--- src/rtl/bittime_xcvr_pkg.sv ---
package bittime_xcvr_pkg;
  localparam int DATA_BITS  = 8;
  localparam int FRAME_BITS = DATA_BITS + 2;
  localparam int BT_MIN     = 16;

  typedef struct packed {
    logic txLoad;     // accept a new byte into the frame register
    logic txShift;    // advance to the next transmit bit
    logic rxShift;    // capture a data sample
    logic rxCapture;  // stop sample: publish byte and frame status
  } ctrlStrobes_t;
endpackage

--- src/rtl/bittime_xcvr_ctrl.sv ---
module bittime_xcvr_ctrl
  import bittime_xcvr_pkg::*;
#(
  parameter int BT_W = 8
) (
  input  logic            clk,
  input  logic            rstN,
  input  logic [BT_W-1:0] bitTime,
  input  logic            rxLine,
  input  logic            rxEnable,
  input  logic            txStart,
  output ctrlStrobes_t    strobes,
  output logic            txBusy,
  output logic            txDone,
  output logic            rxBusy,
  output logic            rxDone
);
  localparam int IDX_W = $clog2(FRAME_BITS);
  localparam logic [IDX_W-1:0] LAST_IDX = IDX_W'(FRAME_BITS - 1);

  logic [BT_W-1:0]  btLast, halfLast;
  logic [BT_W-1:0]  txCnt, rxCnt, rxTarget;
  logic [IDX_W-1:0] txIdx, rxIdx;
  logic             txActive, rxActive, rxPrev;
  logic             txBitEnd, rxHit, rxFall;

  assign btLast   = bitTime - BT_W'(1);
  assign halfLast = (bitTime >> 1) - BT_W'(1);

  // transmit sequencing
  assign txBitEnd = txActive && (txCnt == btLast);

  always_ff @(posedge clk or negedge rstN) begin
    if (!rstN) begin
      txActive <= 1'b0;
      txCnt    <= '0;
      txIdx    <= '0;
      txDone   <= 1'b0;
    end else begin
      txDone <= 1'b0;
      if (!txActive) begin
        if (txStart) begin
          txActive <= 1'b1;
          txCnt    <= '0;
          txIdx    <= '0;
        end
      end else if (txBitEnd) begin
        txCnt <= '0;
        if (txIdx == LAST_IDX) begin
          txActive <= 1'b0;
          txDone   <= 1'b1;
        end else begin
          txIdx <= txIdx + 1'b1;
        end
      end else begin
        txCnt <= txCnt + 1'b1;
      end
    end
  end

  // receive sequencing
  assign rxFall   = rxPrev && !rxLine;
  assign rxTarget = (rxIdx == '0) ? halfLast : btLast;
  assign rxHit    = rxActive && (rxCnt == rxTarget);

  always_ff @(posedge clk or negedge rstN) begin
    if (!rstN) begin
      rxPrev   <= 1'b1;
      rxActive <= 1'b0;
      rxCnt    <= '0;
      rxIdx    <= '0;
      rxDone   <= 1'b0;
    end else begin
      rxPrev <= rxLine;
      rxDone <= 1'b0;
      if (!rxActive) begin
        if (rxEnable && rxFall) begin
          rxActive <= 1'b1;
          rxCnt    <= '0;
          rxIdx    <= '0;
        end
      end else if (rxHit) begin
        rxCnt <= '0;
        if (rxIdx == '0 && rxLine) begin
          rxActive <= 1'b0;
        end else if (rxIdx == LAST_IDX) begin
          rxActive <= 1'b0;
          rxDone   <= 1'b1;
        end else begin
          rxIdx <= rxIdx + 1'b1;
        end
      end else begin
        rxCnt <= rxCnt + 1'b1;
      end
    end
  end

  always_comb begin
    strobes.txLoad    = txStart && !txActive;
    strobes.txShift   = txBitEnd && (txIdx != LAST_IDX);
    strobes.rxShift   = rxHit && (rxIdx != '0) && (rxIdx != LAST_IDX);
    strobes.rxCapture = rxHit && (rxIdx == LAST_IDX);
  end

  assign txBusy = txActive;
  assign rxBusy = rxActive;

  AST_TXDONE_PULSE: assert property (@(posedge clk) disable iff (!rstN)
    txDone |=> !txDone);
  AST_RX_CNT_BOUND: assert property (@(posedge clk) disable iff (!rstN)
    rxBusy |-> (rxCnt < bitTime));
  AST_RX_GATED: assert property (@(posedge clk) disable iff (!rstN)
    (!rxBusy && !rxEnable) |=> !rxBusy);
  AST_RXDONE_IDLE: assert property (@(posedge clk) disable iff (!rstN)
    rxDone |-> !rxBusy);
endmodule

--- src/rtl/bittime_xcvr_dp.sv ---
module bittime_xcvr_dp
  import bittime_xcvr_pkg::*;
(
  input  logic                 clk,
  input  logic                 rstN,
  input  ctrlStrobes_t         strobes,
  input  logic [DATA_BITS-1:0] txByte,
  input  logic                 rxLine,
  output logic                 txLine,
  output logic [DATA_BITS-1:0] rxByte,
  output logic                 rxFrameErr
);
  logic [FRAME_BITS-1:0] txFrame;
  logic [DATA_BITS-1:0]  rxShiftReg;

  // frame register shifts toward bit 0, filling with idle ones
  always_ff @(posedge clk or negedge rstN) begin
    if (!rstN) begin
      txFrame <= '1;
    end else if (strobes.txLoad) begin
      txFrame <= {1'b1, txByte, 1'b0};
    end else if (strobes.txShift) begin
      txFrame <= {1'b1, txFrame[FRAME_BITS-1:1]};
    end
  end

  assign txLine = txFrame[0];

  always_ff @(posedge clk or negedge rstN) begin
    if (!rstN) begin
      rxShiftReg <= '0;
      rxByte     <= '0;
      rxFrameErr <= 1'b0;
    end else begin
      if (strobes.rxShift) begin
        rxShiftReg <= {rxLine, rxShiftReg[DATA_BITS-1:1]};
      end
      if (strobes.rxCapture) begin
        rxByte     <= rxShiftReg;
        rxFrameErr <= !rxLine;
      end
    end
  end

  AST_TX_LOAD_IDLE: assert property (@(posedge clk) disable iff (!rstN)
    strobes.txLoad |-> txLine);
endmodule

--- src/rtl/bittime_xcvr.sv ---
module bittime_xcvr
  import bittime_xcvr_pkg::*;
#(
  parameter int BT_W = 8
) (
  input  logic            clk,
  input  logic            rstN,
  input  logic [BT_W-1:0] bitTime,
  input  logic            rxLine,
  input  logic            rxEnable,
  input  logic [7:0]      txByte,
  input  logic            txStart,
  output logic            txLine,
  output logic [7:0]      rxByte,
  output logic            rxFrameErr,
  output logic            rxDone,
  output logic            rxBusy,
  output logic            txDone,
  output logic            txBusy
);
  ctrlStrobes_t strobes;

  bittime_xcvr_ctrl #(.BT_W(BT_W)) uCtrl (
    .clk(clk), .rstN(rstN), .bitTime(bitTime), .rxLine(rxLine),
    .rxEnable(rxEnable), .txStart(txStart), .strobes(strobes),
    .txBusy(txBusy), .txDone(txDone), .rxBusy(rxBusy), .rxDone(rxDone)
  );

  bittime_xcvr_dp uDp (
    .clk(clk), .rstN(rstN), .strobes(strobes), .txByte(txByte),
    .rxLine(rxLine), .txLine(txLine), .rxByte(rxByte), .rxFrameErr(rxFrameErr)
  );

  AST_TX_IDLE_HIGH: assert property (@(posedge clk) disable iff (!rstN)
    !txBusy |-> txLine);
  AST_TXDONE_ON_FALL: assert property (@(posedge clk) disable iff (!rstN)
    $fell(txBusy) |-> txDone);
  AST_BITTIME_MIN: assert property (@(posedge clk) disable iff (!rstN)
    bitTime >= BT_W'(BT_MIN));
endmodule

--- config.mk ---
export PLATFORM = sky130hd
export DESIGN_NAME = bittime_xcvr
export DESIGN_NICKNAME = d
export VERILOG_FILES = /design/src/rtl/bittime_xcvr_pkg.sv /design/src/rtl/bittime_xcvr_ctrl.sv /design/src/rtl/bittime_xcvr_dp.sv /design/src/rtl/bittime_xcvr.sv
export SDC_FILE = /design/constraint.sdc
export NUM_CORES = 1
export LEC_CHECK = 0
export ABC_AREA = 1
export ABC_CLOCK_PERIOD_IN_PS = 7400
export BUFFER_PORTS_ARGS = -buffer_cell sky130_fd_sc_hd__buf_2
export CAP_MARGIN = 20
export CORE_ASPECT_RATIO = 1.1
export CORE_UTILIZATION = 49
export CTS_CLUSTER_DIAMETER = 120
export CTS_CLUSTER_SIZE = 30
export DETAILED_ROUTE_END_ITERATION = 8
export HOLD_SLACK_MARGIN = 0.08
export PLACE_DENSITY = 0.76
export SLEW_MARGIN = 20
export SYNTH_ARGS = -nofsm -noshare
export SYNTH_HDL_FRONTEND = slang
export SYNTH_HIERARCHICAL = 1
export SYNTH_SLANG_ARGS = --single-unit
--- constraint.sdc ---
create_clock -name clk -period 7.4 [get_ports clk]
set_clock_uncertainty 0.2 [all_clocks]
set_input_delay 0.37 -clock clk [delete_from_list [all_inputs] [get_ports clk]]
set_output_delay 0.37 -clock clk [all_outputs]
set_load 0.02 [all_outputs]
==> out/qor.yml <==
synthFlopType: "dfrtp_1"
ys_top_cells_by_count: "153 x nand2_1, 68 x nand3_1, 58 x inv_1, 45 x dfrtp_1, 26 x nor2_1"
drc: 0
worstPathArrival_ps: 3070
max_slew.worst_pin.slew_ps: 1100
max_clock_freq_mhz: 322
fin_crit_ps: 3110
insertion_delay_ps: 300
drt_first_iter_violations: 159
path_clk_slew_ps: 100
critPathSlowestCell: "nor2_1"
cts_htree_levels: 2
drive_gt1_frac: 0.164
clockBufferDepth: 2
slew_viol_final: 0
postSynthAreaPerCell_um2: 7.34
ctsHoldBuffers: 2
rsz0062_at_grt: "false"
gp_congestion: 0.883
die_h_um: 91.4
finalSetupViolations: 0
grt_max_degree: 56
ioPinCount: 35
rows: 32
met3_length_um: 296
cpMostUsedCell: "nand2_1"
setup_tns_ps: 0
critPathCaptureType: "register"
crit_path_start_kind: "register"
critPathRequiredTime_ps: 7360
status: "completed"
period_share: 0.420
hold_slack_ps: 91.8
synth_seq_cells: 55
cts_made_buffers: 5
wl_met2_mm: 3.74
ys_types: 35
routed.top_layer: "met4"
netlist.area_leader.share: 0.316
synth.most_common_cell: "nand2_1"
cts_resized: 0
die_w_um: 83.3
stdcell_area_mm2: 0.00388
peakVddDrop_v: 0.000191
diodes: 0
grt_pass1_wl_mm: 13.6
placed_cell_area_mm2: 0.00375
cellPowerDensity_mw_per_mm2: 307
postRouteAntennaNets: 0
synth_area_leader_cell: "dfrtp_1"
vias: 3161
seq_area_mm2: 0.00139
start_util: 0.508
critPathMaxStageDelay_ps: 650
grt_usage: 0.217
postSynth.asyncResetShare: 1.00
crit_type: "reg -> reg"
wl_met1_mm: 3.51
cts_tree: "done"
place_ws_ps: 4150
grt_overflow: 0
first_pass_iters: 5
antenna_found_initial: 0
core_area_mm2: 0.00701
max-slew-margin-rel: 0.266
finalHoldViolations: 0
io_buffers: 34
synth-edff-count: 0
grt_pass1_vias: 3034
crit_chain: "inv_1, ha_1, nand2_4, inv_2, nand2_1, nand3_1, nand2_1, inv_1, nand2_1, nor2_2, nand4_4, nor2_1, o21ai_0"
synthesis.instances: 485
yosys_warnings: 6
wl_per_cell_um: 12.8
viasPerCell: 5.24
syn2layout_area_growth_pct: 9.10
fill_cells: 689
synthesis.nets: 515
final_nets: 548
clock-sinks: 55
die_area_mm2: 0.00761
cts_root_buf: "clkbuf_8"
syn_area_mm2: 0.00356
totalWireLength_mm: 7.70
path_max_fanout: 16
synth_area_leaders: "dfrtp_1 32%, nand2_1 16%, nand3_1 9.6%"
cts_setup_buffers: 0
hold_class: "in -> reg"
multi_input_area_mm2: 0.00184
hpwl_mm: 5.99
power.leakage_nw: 2.03
ys_seq_area_frac: 0.390
setup_slack_ps: 4290
cap_violations: 0
[layer usage]
layer	global-route usage	vias up
li1	-	1612
met1	0.279	1460
met2	0.374	76
met3	0.0273	13
met4	0.0790	0
met5	0	-
[sequential cells by signal, summed over array words and instances, names as in the netlist, 4 cells and up]
| signal | count |
|---|---|
| uDp/txFrame | 9 |
| uCtrl/rxCnt | 8 |
| uCtrl/txCnt | 8 |
| uDp/rxByte | 8 |
| uDp/rxShiftReg | 8 |
| uCtrl/rxIdx | 4 |
| uCtrl/txIdx | 4 |
[final timing paths]
check | depth (start not counted) | start | slack (ps) | end
max in group asynchronous | 3 | rstN | 6020 | uCtrl/rxCnt[1]
max reg2reg | 13 | uCtrl/rxIdx[0] | 4290 | uDp/rxShiftReg[5]
max | 13 | uCtrl/rxIdx[0] | 4290 | uDp/rxShiftReg[5]
min in group asynchronous | 3 | rstN | 520 | uCtrl/txCnt[6]
min reg2reg | 2 | uDp/txFrame[8] | 270 | uDp/txFrame[8]
min | 3 | txByte[7] | 90 | uDp/txFrame[8]
[layout by cell type, fill, tap and decap left out, drive strengths merged, types with 5 or more instances in the layout]
cell / instances
nand3: 71
o22ai: 10
buf: 35
dfrtp: 45
clkbuf: 5
nand4: 10
a21oi: 6
nor3: 6
xor2: 14
o21ai: 23
dfstp: 10
nand2: 160
inv: 64
nor2: 39
ha: 9
[per-stage QoR]
stage | cells | util | total power, mW
after floorplan | 485 | - | 0.881
after global routing | 603 | 0.554 | 1.29
after global placement | 594 | 0.536 | 0.983
final | 603 | 0.554 | 1.19
after CTS | 603 | 0.554 | 1.20
after detailed placement | 594 | 0.536 | 0.998
[kinds of logic after synthesis]
family,count (synthesis),share of synthesized area
buffers and inverters,75,0.0935
AO/OA/AOI/OAI,40,0.0615
adder cells (fa/ha/maj),9,0.0316
AND/OR/NAND/NOR,289,0.381
flip-flops,55,0.390
XOR/XNOR,17,0.0418
[critical path, delay by kind of cell, from the launching register on]
family / cells / cell delay (ps)
buffers and inverters: 3 / 390
adders and majority gates: 1 / 300
AOI/OAI and AO/OA: 1 / 200
and+or+nand+nor: 8 / 1460
DFF: 1 / 440
[final cells by class]
class	instances	area share
clock buffers	5	0.0177
well taps	85	0.0274
inverters	64	0.0625
clock inverters	2	0.0106
multi-input cells	355	0.473
repair buffers	37	0.0509
flip-flops and latches	55	0.358
[power by group]
group          internal, mW  switching (mW)
Sequential            0.401          0.0713
Clock                 0.101          0.0953
Combinational         0.187           0.336
Total                 0.689           0.502
(Power assumes the default switching activity.)
